==> config.mk <==
export PLATFORM = sky130hd
export DESIGN_NAME = memif_top
export DESIGN_NICKNAME = d
export VERILOG_FILES = /design/src/rtl/memif_pkg.sv /design/src/rtl/memif_decode.sv /design/src/rtl/memif_regfile.sv /design/src/rtl/memif_seq.sv /design/src/rtl/memif_top.sv
export SDC_FILE = /design/constraint.sdc
export NUM_CORES = 1
export LEC_CHECK = 0
export CAP_MARGIN = 20
export CORE_ASPECT_RATIO = 0.7
export CORE_MARGIN = 3
export CORE_UTILIZATION = 35
export CTS_BUF_LIST = sky130_fd_sc_hd__clkbuf_4 sky130_fd_sc_hd__clkbuf_8
export DETAILED_ROUTE_END_ITERATION = 12
export SYNTH_ARGS = -nofsm -noshare
export SYNTH_HDL_FRONTEND = slang
export SYNTH_SLANG_ARGS = --single-unit
==> constraint.sdc <==
create_clock -name clk -period 3.6 [get_ports clk]
set_clock_uncertainty 0.05 [all_clocks]
set_input_delay 0.72 -clock clk [delete_from_list [all_inputs] [get_ports clk]]
set_output_delay 0.72 -clock clk [all_outputs]
set_load 0.02 [all_outputs]
==> src/rtl/memif_pkg.sv <==
package memif_pkg;

  localparam int ADDR_W  = 24;
  localparam int CPU_W   = 32;
  localparam int EXT_W   = 16;
  localparam int WS_W    = 3;
  localparam int N_EXT   = 5;
  localparam int SEL_LSB = 21;
  localparam int IDX_W   = 3;

  typedef logic [2:0] rcode_t;

  typedef enum logic [1:0] {
    ST_IDLE = 2'd0,
    ST_BEAT = 2'd1,
    ST_DONE = 2'd2
  } seq_st_t;

  function automatic logic code_is_ext(rcode_t c);
    return (c == 3'd0) || (c == 3'd1) || (c == 3'd3) || (c == 3'd4) || (c == 3'd5);
  endfunction

  function automatic logic code_is_csr(rcode_t c);
    return c == 3'd2;
  endfunction

  function automatic logic code_is_byte(rcode_t c);
    return (c == 3'd3) || (c == 3'd4) || (c == 3'd5);
  endfunction

  function automatic logic [IDX_W-1:0] code_to_idx(rcode_t c);
    logic [IDX_W-1:0] r;
    case (c)
      3'd1:    r = IDX_W'(1);
      3'd3:    r = IDX_W'(2);
      3'd4:    r = IDX_W'(3);
      3'd5:    r = IDX_W'(4);
      default: r = '0;
    endcase
    return r;
  endfunction

  function automatic logic [1:0] last_beat(logic nb);
    return nb ? 2'd3 : 2'd1;
  endfunction

  function automatic logic [ADDR_W-1:0] beat_addr(logic [ADDR_W-1:0] a, logic [1:0] beat, logic nb);
    logic [ADDR_W-1:0] base;
    base = {a[ADDR_W-1:2], 2'b00};
    if (nb) return base + ADDR_W'(beat);
    return base + ADDR_W'({beat, 1'b0});
  endfunction

  function automatic logic [1:0] beat_lanes(logic [3:0] be, logic [1:0] beat, logic nb);
    if (nb) return {1'b0, be[beat]};
    return beat[0] ? be[3:2] : be[1:0];
  endfunction

  function automatic logic [EXT_W-1:0] beat_wdata(logic [CPU_W-1:0] wd, logic [1:0] beat, logic nb);
    logic [EXT_W-1:0] r;
    if (nb) begin
      case (beat)
        2'd0:    r = {8'h00, wd[7:0]};
        2'd1:    r = {8'h00, wd[15:8]};
        2'd2:    r = {8'h00, wd[23:16]};
        default: r = {8'h00, wd[31:24]};
      endcase
    end else begin
      r = beat[0] ? wd[31:16] : wd[15:0];
    end
    return r;
  endfunction

  function automatic logic [CPU_W-1:0] merge_rd(logic [CPU_W-1:0] acc, logic [EXT_W-1:0] rd,
                                                logic [1:0] beat, logic nb);
    logic [CPU_W-1:0] r;
    r = acc;
    if (nb) begin
      case (beat)
        2'd0:    r[7:0]   = rd[7:0];
        2'd1:    r[15:8]  = rd[7:0];
        2'd2:    r[23:16] = rd[7:0];
        default: r[31:24] = rd[7:0];
      endcase
    end else if (beat[0]) begin
      r[31:16] = rd;
    end else begin
      r[15:0] = rd;
    end
    return r;
  endfunction

endpackage

==> src/rtl/memif_decode.sv <==
module memif_decode
  import memif_pkg::*;
#(
  parameter int IDX_W_P = IDX_W
) (
  input  logic [2:0]         code,
  input  logic               we,
  input  logic               flash_we,
  output logic               is_ext,
  output logic               is_csr,
  output logic               is_byte,
  output logic [IDX_W_P-1:0] idx,
  output logic               rom_block
);

  always_comb begin
    is_ext    = code_is_ext(code);
    is_csr    = code_is_csr(code);
    is_byte   = code_is_byte(code);
    idx       = IDX_W_P'(code_to_idx(code));
    rom_block = (code == 3'd0) && we && !flash_we;
  end

endmodule

==> src/rtl/memif_regfile.sv <==
module memif_regfile
  import memif_pkg::*;
#(
  parameter int N_EXT_P = N_EXT,
  parameter int WS_W_P  = WS_W,
  parameter int IDX_W_P = IDX_W,
  parameter int CPU_W_P = CPU_W
) (
  input  logic                      clk,
  input  logic                      rst_n,
  input  logic                      wr_en,
  input  logic [IDX_W_P-1:0]        wr_idx,
  input  logic [WS_W_P:0]           wr_val,
  input  logic [IDX_W_P-1:0]        rd_idx,
  output logic [N_EXT_P*WS_W_P-1:0] ws_flat,
  output logic                      flash_we,
  output logic [CPU_W_P-1:0]        rd_word
);

  logic [WS_W_P-1:0] ws_q [N_EXT_P];
  logic              fwe_q;

  // wr_idx beyond the last region matches no register
  logic wr_out_of_range;
  assign wr_out_of_range = wr_en && (int'(wr_idx) >= N_EXT_P);

  genvar gi;
  generate
    for (gi = 0; gi < N_EXT_P; gi++) begin : g_ws
      always_ff @(posedge clk) begin
        if (!rst_n)
          ws_q[gi] <= '1;
        else if (wr_en && wr_idx == IDX_W_P'(gi))
          ws_q[gi] <= wr_val[WS_W_P-1:0];
      end
      assign ws_flat[gi*WS_W_P +: WS_W_P] = ws_q[gi];
    end
  endgenerate

  always_ff @(posedge clk) begin
    if (!rst_n)
      fwe_q <= 1'b0;
    else if (wr_en && wr_idx == '0)
      fwe_q <= wr_val[WS_W_P];
  end

  assign flash_we = fwe_q;

  always_comb begin
    rd_word = '0;
    for (int i = 0; i < N_EXT_P; i++)
      if (rd_idx == IDX_W_P'(i)) rd_word[WS_W_P-1:0] = ws_q[i];
    if (rd_idx == '0) rd_word[WS_W_P] = fwe_q;
  end

  // writes to unused configuration words leave every field unchanged
  assert_unused_word_ignored_R6: assert property (@(posedge clk) disable iff (!rst_n)
    wr_out_of_range |=> ($stable(ws_flat) && $stable(flash_we)));

endmodule

==> src/rtl/memif_seq.sv <==
module memif_seq
  import memif_pkg::*;
#(
  parameter int ADDR_W_P = ADDR_W,
  parameter int CPU_W_P  = CPU_W,
  parameter int EXT_W_P  = EXT_W,
  parameter int WS_W_P   = WS_W,
  parameter int IDX_W_P  = IDX_W,
  parameter int N_EXT_P  = N_EXT
) (
  input  logic                clk,
  input  logic                rst_n,
  input  logic                req,
  input  logic                we,
  input  logic [ADDR_W_P-1:0] addr,
  input  logic [CPU_W_P-1:0]  wdata,
  input  logic [3:0]          be,
  input  logic                dec_is_ext,
  input  logic                dec_is_csr,
  input  logic                dec_is_byte,
  input  logic [IDX_W_P-1:0]  dec_idx,
  input  logic                dec_rom_block,
  input  logic [WS_W_P-1:0]   ws_sel,
  input  logic [CPU_W_P-1:0]  csr_rd,
  input  logic [EXT_W_P-1:0]  ext_rdata,
  output logic                accept,
  output logic                ready,
  output logic [CPU_W_P-1:0]  rdata,
  output logic [N_EXT_P-1:0]  ext_cs,
  output logic [ADDR_W_P-1:0] ext_addr,
  output logic [EXT_W_P-1:0]  ext_wdata,
  output logic [1:0]          ext_be,
  output logic                ext_oe,
  output logic                ext_we,
  output logic                rom_violation,
  output logic [WS_W_P-1:0]   beat_ws
);

  seq_st_t             st_q;
  logic [ADDR_W_P-1:0] a_q;
  logic                we_q;
  logic [CPU_W_P-1:0]  wd_q;
  logic [3:0]          be_q;
  logic                nb_q;
  logic [IDX_W_P-1:0]  idx_q;
  logic [WS_W_P-1:0]   ws_q;
  logic [WS_W_P-1:0]   wcnt_q;
  logic [1:0]          beat_q;
  logic [CPU_W_P-1:0]  acc_q;
  logic                viol_q;

  // named events for the checks
  logic beat_end;
  logic last_end;
  logic in_beat;

  assign accept   = (st_q == ST_IDLE) && req;
  assign in_beat  = (st_q == ST_BEAT);
  assign beat_end = in_beat && (wcnt_q == '0);
  assign last_end = beat_end && (beat_q == last_beat(nb_q));

  always_ff @(posedge clk) begin
    if (!rst_n) begin
      st_q   <= ST_IDLE;
      a_q    <= '0;
      we_q   <= 1'b0;
      wd_q   <= '0;
      be_q   <= '0;
      nb_q   <= 1'b0;
      idx_q  <= '0;
      ws_q   <= '0;
      wcnt_q <= '0;
      beat_q <= '0;
      acc_q  <= '0;
      viol_q <= 1'b0;
    end else begin
      case (st_q)
        ST_IDLE: begin
          if (req) begin
            a_q    <= addr;
            we_q   <= we;
            wd_q   <= wdata;
            be_q   <= be;
            nb_q   <= dec_is_byte;
            idx_q  <= dec_idx;
            ws_q   <= ws_sel;
            wcnt_q <= ws_sel;
            beat_q <= '0;
            acc_q  <= '0;
            if (dec_is_ext && !dec_rom_block) begin
              st_q <= ST_BEAT;
            end else begin
              st_q <= ST_DONE;
              if (dec_is_csr && !we) acc_q <= csr_rd;
              if (dec_rom_block) viol_q <= 1'b1;
            end
          end
        end
        ST_BEAT: begin
          if (wcnt_q == '0) begin
            if (!we_q) acc_q <= merge_rd(acc_q, ext_rdata, beat_q, nb_q);
            if (beat_q == last_beat(nb_q)) begin
              st_q <= ST_DONE;
            end else begin
              beat_q <= beat_q + 2'd1;
              wcnt_q <= ws_q;
            end
          end else begin
            wcnt_q <= wcnt_q - 1'b1;
          end
        end
        default: st_q <= ST_IDLE;
      endcase
    end
  end

  always_comb begin
    ext_cs    = in_beat ? (N_EXT_P'(1) << idx_q) : '0;
    ext_addr  = beat_addr(a_q, beat_q, nb_q);
    ext_wdata = beat_wdata(wd_q, beat_q, nb_q);
    ext_be    = beat_lanes(be_q, beat_q, nb_q);
    ext_oe    = in_beat && !we_q;
    ext_we    = in_beat && we_q;
  end

  assign ready         = (st_q == ST_DONE);
  assign rdata         = acc_q;
  assign rom_violation = viol_q;
  assign beat_ws       = ws_q;

  // the completion pulse lasts one clock
  assert_ready_pulse_R5: assert property (@(posedge clk) disable iff (!rst_n)
    ready |=> !ready);

  // the last narrow cycle is followed directly by ready
  assert_ready_after_last_R5: assert property (@(posedge clk) disable iff (!rst_n)
    last_end |=> ready);

  // the violation flag never clears without reset
  assert_violation_sticky_R8: assert property (@(posedge clk) disable iff (!rst_n)
    rom_violation |=> rom_violation);

  // never more than one chip select
  assert_cs_onehot_R10: assert property (@(posedge clk) disable iff (!rst_n)
    $onehot0(ext_cs));

  // strobes only together with a chip select
  assert_strobe_with_cs_R5: assert property (@(posedge clk) disable iff (!rst_n)
    (ext_oe || ext_we) |-> (ext_cs != '0));

endmodule

==> src/rtl/memif_top.sv <==
module memif_top
  import memif_pkg::*;
#(
  parameter int ADDR_W_P  = ADDR_W,
  parameter int CPU_W_P   = CPU_W,
  parameter int EXT_W_P   = EXT_W,
  parameter int WS_W_P    = WS_W,
  parameter int N_EXT_P   = N_EXT,
  parameter int SEL_LSB_P = SEL_LSB
) (
  input  logic                clk,
  input  logic                rst_n,
  input  logic                cpu_req,
  input  logic                cpu_we,
  input  logic [ADDR_W_P-1:0] cpu_addr,
  input  logic [CPU_W_P-1:0]  cpu_wdata,
  input  logic [3:0]          cpu_be,
  output logic [CPU_W_P-1:0]  cpu_rdata,
  output logic                cpu_ready,
  output logic [N_EXT_P-1:0]  ext_cs,
  output logic [ADDR_W_P-1:0] ext_addr,
  output logic [EXT_W_P-1:0]  ext_wdata,
  input  logic [EXT_W_P-1:0]  ext_rdata,
  output logic [1:0]          ext_be,
  output logic                ext_oe,
  output logic                ext_we,
  output logic                rom_violation
);

  localparam int IDX_W_L = IDX_W;
  localparam int RUN_W   = WS_W_P + 1;

  logic [2:0]                code;
  logic                      dec_is_ext, dec_is_csr, dec_is_byte, dec_rom_block;
  logic [IDX_W_L-1:0]        dec_idx;
  logic [IDX_W_L-1:0]        reg_idx;
  logic [N_EXT_P*WS_W_P-1:0] ws_flat;
  logic                      flash_we;
  logic [CPU_W_P-1:0]        csr_rd;
  logic [WS_W_P-1:0]         ws_sel;
  logic                      accept;
  logic                      csr_wr;
  logic [WS_W_P-1:0]         beat_ws;

  assign code    = cpu_addr[SEL_LSB_P +: 3];
  assign reg_idx = cpu_addr[2 +: IDX_W_L];

  memif_decode #(.IDX_W_P(IDX_W_L)) u_dec (
    .code      (code),
    .we        (cpu_we),
    .flash_we  (flash_we),
    .is_ext    (dec_is_ext),
    .is_csr    (dec_is_csr),
    .is_byte   (dec_is_byte),
    .idx       (dec_idx),
    .rom_block (dec_rom_block)
  );

  assign csr_wr = accept && dec_is_csr && cpu_we && cpu_be[0];

  memif_regfile #(
    .N_EXT_P (N_EXT_P),
    .WS_W_P  (WS_W_P),
    .IDX_W_P (IDX_W_L),
    .CPU_W_P (CPU_W_P)
  ) u_regs (
    .clk      (clk),
    .rst_n    (rst_n),
    .wr_en    (csr_wr),
    .wr_idx   (reg_idx),
    .wr_val   (cpu_wdata[WS_W_P:0]),
    .rd_idx   (reg_idx),
    .ws_flat  (ws_flat),
    .flash_we (flash_we),
    .rd_word  (csr_rd)
  );

  always_comb begin
    ws_sel = '0;
    for (int i = 0; i < N_EXT_P; i++)
      if (dec_idx == IDX_W_L'(i)) ws_sel = ws_flat[i*WS_W_P +: WS_W_P];
  end

  memif_seq #(
    .ADDR_W_P (ADDR_W_P),
    .CPU_W_P  (CPU_W_P),
    .EXT_W_P  (EXT_W_P),
    .WS_W_P   (WS_W_P),
    .IDX_W_P  (IDX_W_L),
    .N_EXT_P  (N_EXT_P)
  ) u_seq (
    .clk           (clk),
    .rst_n         (rst_n),
    .req           (cpu_req),
    .we            (cpu_we),
    .addr          (cpu_addr),
    .wdata         (cpu_wdata),
    .be            (cpu_be),
    .dec_is_ext    (dec_is_ext),
    .dec_is_csr    (dec_is_csr),
    .dec_is_byte   (dec_is_byte),
    .dec_idx       (dec_idx),
    .dec_rom_block (dec_rom_block),
    .ws_sel        (ws_sel),
    .csr_rd        (csr_rd),
    .ext_rdata     (ext_rdata),
    .accept        (accept),
    .ready         (cpu_ready),
    .rdata         (cpu_rdata),
    .ext_cs        (ext_cs),
    .ext_addr      (ext_addr),
    .ext_wdata     (ext_wdata),
    .ext_be        (ext_be),
    .ext_oe        (ext_oe),
    .ext_we        (ext_we),
    .rom_violation (rom_violation),
    .beat_ws       (beat_ws)
  );

  // run-length tracking of each external cycle, observed at the pins
  logic [RUN_W-1:0]    run_cnt_q;
  logic                prev_act_q;
  logic [ADDR_W_P-1:0] prev_addr_q;
  logic                cs_act;
  logic                run_end;

  assign cs_act  = (ext_cs != '0);
  assign run_end = prev_act_q && (!cs_act || ext_addr != prev_addr_q);

  always_ff @(posedge clk) begin
    if (!rst_n) begin
      run_cnt_q   <= '0;
      prev_act_q  <= 1'b0;
      prev_addr_q <= '0;
    end else begin
      prev_act_q  <= cs_act;
      prev_addr_q <= ext_addr;
      if (cs_act && prev_act_q && ext_addr == prev_addr_q)
        run_cnt_q <= run_cnt_q + 1'b1;
      else
        run_cnt_q <= cs_act ? RUN_W'(1) : '0;
    end
  end

  // every external cycle lasts exactly one plus its wait count
  assert_cycle_len_R4: assert property (@(posedge clk) disable iff (!rst_n)
    run_end |-> (run_cnt_q == ({1'b0, beat_ws} + RUN_W'(1))));

  // no write strobe reaches the ROM while writes to it are disabled
  assert_rom_guard_R8: assert property (@(posedge clk) disable iff (!rst_n)
    (ext_we && ext_cs[0]) |-> flash_we);

endmodule

==> reports/summary.txt <==
================================================================================
Total Routing Usage GR                                                     18.7%
Cell chain of the critical path                                     inv_1, ha_1, a222oi_1, nand2_1, o211ai_1, o21ai_0, clkdlybuf4s50_1
Half-perimeter wire length after placement                             13,500 um
Hold Buf Count CTS                                                             0
Fmax achieved                                                          0.294 GHz
Critical path launch point                                          u_seq.beat_q[1]
Main area contributors after synthesis                              sky130_fd_sc_hd__dfxtp_1 (32%), sky130_fd_sc_hd__nand2_1 (9.5%), sky130_fd_sc_hd__mux2i_1 (9.1%)
P per Cell Area                                                      412 nW/um^2
Arrival time worst endpoint                                              2640 ps
Adder-cell share of the synthesized area                                   1.51%
Max-slew headroom at the worst pin                                         51.4%
Synth cell count leaders                                            sky130_fd_sc_hd__nand2_1 (167), sky130_fd_sc_hd__dfxtp_1 (107), sky130_fd_sc_hd__a21boi_0 (64), sky130_fd_sc_hd__mux2i_1 (60), sky130_fd_sc_hd__nor2b_1 (37)
Buffers added on ports                                                       160
Met2 routing resource usage after global routing                           27.0%
Startpoint of the worst register-to-register path                   u_seq.st_q[0]
Number of placement rows                                                      41
Maximum number of buffers from clock root to sink                              2
Synthesized-area fraction occupied by and/or/nand/nor cells                23.1%
Multi-input gate area                                                 3680 sq um
WS Path Type                                                        flip-flop to output port
Wire length after detailed routing                                     19,300 um
Pin slew with the least headroom to its limit                             729 ps
Total core area                                                     18,300 sq um
Number of post-CTS setup repair buffers                                        0
Setup slack on the worst flop-to-flop path                               1360 ps
Netlist area before placement                                         6610 sq um
Overflow left after global routing                                             0
Number of clock sinks seen by CTS                                            122
Critical-path top delay cell                                        sky130_fd_sc_hd__clkdlybuf4s50_1
Fraction of final layout cells sized beyond drive strength 1               8.49%
Final estimated routing congestion in global placement                     0.828
Startpoint type of the worst setup path                                flip-flop
GR met3 Demand/Resource                                                    3.74%
FF/Latch Area                                                         2600 sq um
Pin count of the biggest net entering global routing                          68
Latest clock arrival within the worst-skew pair                           430 ps
Setup Total Neg Slack                                                       0 ps
Leakage power                                                            3.11 nW
Routed vias/inst                                                            5.12
Worst setup timing slack at the placement stage                           429 ps
Met1 capacity usage during global routing                                  28.2%
Area growth, synth to finish                                               31.9%
Effective utilization at floorplan                                         36.2%
Cell variety after synth                                                      63
Synth Register Bits                                                          122
Total of endpoints with negative setup slack in the final report               0
Synthesized area per cell                                             8.67 sq um
Final hold viol count                                                          0
Async S/R FF share, synth                                                     0%
Post-synth EDFFs                                                              15
Endpoint type of the worst setup path                                output port
Nets in the synthesized netlist                                              850
Highest cell delay on the worst timing path                               590 ps
Via Count                                                                  5,848
Layout fillers                                                             1,811
Number of global-route vias before repair                                  5,643
Reg-to-reg critical path endpoint                                   u_seq.beat_ws[1]
Die extent in y                                                           121 um
Number of buffers added by the clock tree synthesis step                      17
Library cell with the highest instance count after synthesis        sky130_fd_sc_hd__nand2_1
Logic depth of the worst register-to-register path                             5
Remaining antenna violation count                                              0
Number of cells produced by synthesis                                        762
Clock period minus worst slack                                           3410 ps
Net count reported at finish                                                 983
Diode count                                                                    0
Iteration count of the initial detailed-routing pass                           6
Maximum ir drop on the vdd rail                                       0.000186 V
Smallest setup slack after layout                                         193 ps
Critical path peak fanout                                                      9
End point of the critical path                                      ext_wdata[1]
Min-Delay Path Class                                                flip-flop to flip-flop
Clock Pin Slew Worst Setup and Hold Paths                                  70 ps
Share of the synthesized netlist area taken by xor and xnor gates          2.92%
Number of antenna violations at the first check in global routing              1
Area share of the largest cell type after synthesis                        32.4%
Initial detailed-routing violation count                                     419
H-tree depth reported by CTS                                                   4
Root Buffer                                                         sky130_fd_sc_hd__clkbuf_8
Final cycle utilization of the critical path                               94.6%
Wire length of the first global-routing pass                           30,600 um
Avg WL per Cell                                                          16.8 um
Largest family of logic cells by synthesized area                   simple AND/OR/NAND/NOR gates
Die boundary width                                                        170 um
Share of synthesized area spent on multiplexers                            10.8%
Sequential area share after synthesis                                      39.2%
Most Crowded Layer GR                                                       met1
Run status                                                          complete, no violations
RSZ-0062 raised after global routing                                          no
Clock tree from TritonCTS                                                   done
DIE AREA                                                            20,600 sq um
Compound-cell area share of the yosys netlist                              17.2%
Number of synthesis warnings                                                   0
Max Slew Vio Count                                                             0
Most common flop cell mapped by yosys                               sky130_fd_sc_hd__dfxtp_1
Max-cap violation count                                                        0
Cell accounting for the most synthesized area                       sky130_fd_sc_hd__dfxtp_1
# IOs                                                                        163
Drt drc                                                                        0
Required time of the critical path                                       2830 ps
================================================================================
[where the power goes]
group          leakage, nW  internal (mW)  switching [mW]  total, mW
logic                 1.92          0.353           0.402      0.755
clock network        0.208          0.719           0.598       1.32
registers            0.981           1.45          0.0676       1.52
[logic make-up (layout without fill, tap and decap cells)]
family | Yosys count | in the layout
adder cells (fa/ha/maj) | 8 | 8
multiplexers | 70 | 70
XOR/XNOR | 22 | 22
AND/OR/NAND/NOR | 316 | 316
buffers and inverters | 68 | 213
flip-flops | 122 | 122
AO/OA/AOI/OAI | 156 | 156
[final cells by class]
cell class                      count  share of cell area, %
Clock buffer                       19                   2.93
Clock inverter                     12                   1.88
Inverter                           12                  0.516
Multi-Input combinational cell    572                   42.2
Sequential cell                   122                   29.8
Tap cell                          236                   3.39
Timing Repair Buffer              170                   19.4
[state kept, by name (all words and copies together) (netlist names)]
| register | count |
|---|---|
| u_seq.beat_q | 2 |
| u_seq.wcnt_q | 3 |
| u_seq.a_q | 22 |
| u_seq.be_q | 4 |
| u_seq.wd_q | 32 |
| u_regs.flash_we | 1 |
| u_seq.nb_q | 1 |
| u_regs.ws_q | 15 |
| u_seq.rdata | 32 |
| u_seq.st_q | 2 |
| u_seq.rom_violation | 1 |
| u_seq.we_q | 1 |
| u_seq.beat_ws | 3 |
| u_seq.idx_q | 3 |
[placed cells by master (no fill, tap or decap), drive strengths merged, types with 3 or more instances in the layout]
master and count:
a31o 4, and3 4, inv 17, mux2 10, nor2b 37, clkdlybuf4s50 158, nor3 5, nor3b 4
nand2 167, and2 10, nor2 36, a31oi 3, ha 8, nand4 8, clkbuf 19, o211ai 12
nand3 14, nand2b 12, a211oi 5, nor4b 3, dfxtp 107, a22oi 3, or2 5, mux2i 60
a21oi 11, bufinv 3, o21ai 25, edfxtp 15, a32oi 4, a21boi 66, xnor2 20, buf 11
a222oi 9
[critical path: cells and delay by family (launching register included)]
family,cells,cell delay (ps)
compound gates,3,610
fa+ha+maj,1,390
buf+inv,2,690
flops,1,420
simple gates,1,90
[worst min path at each step]
stage	startpoint	endpoint	slack (ps)	depth (start not counted)
4_1_cts	u_seq.rdata[19]	u_seq.rdata[19]	420	2
2_1_floorplan	u_seq.beat_ws[2]	u_seq.beat_ws[2]	390	2
5_1_grt	u_seq.beat_ws[2]	u_seq.beat_ws[2]	440	2
3_5_place_dp	u_seq.rdata[19]	u_seq.rdata[19]	410	2
6_report	u_seq.beat_ws[2]	u_seq.beat_ws[2]	420	2
3_3_place_gp	u_seq.rdata[19]	u_seq.rdata[19]	410	2
[layer usage]
layer	vias up	share of wire, %
li1	2921	-
met5	-	0.068
met2	183	42
met1	2726	51
met3	16	6.6
met4	2	0.83
[per-stage QoR]
| step | cells | area [sq um] | util (%) | total power, mW | hold slack (ps) |
|---|---|---|---|---|---|
| CTS | 1143 | 8710 | 47.7 | 3.63 | 424 |
| global route | 1143 | 8720 | 47.8 | 3.76 | 445 |
| detailed placement | 1112 | 8290 | 45.4 | 2.31 | 412 |
| global placement | 1112 | 8290 | 45.4 | 2.30 | 407 |
| finish | 1143 | 8720 | 47.8 | 3.59 | 421 |
| floorplan | 762 | 6610 | - | 2.00 | 390 |
[repair_timing]
item | CTS | global route
gates resized for setup | 2 | 4
endpoints found under the hold margin | 0 | 0
setup endpoints to repair | 8 | 20
Note: power is estimated with default switching activity, not from simulation.
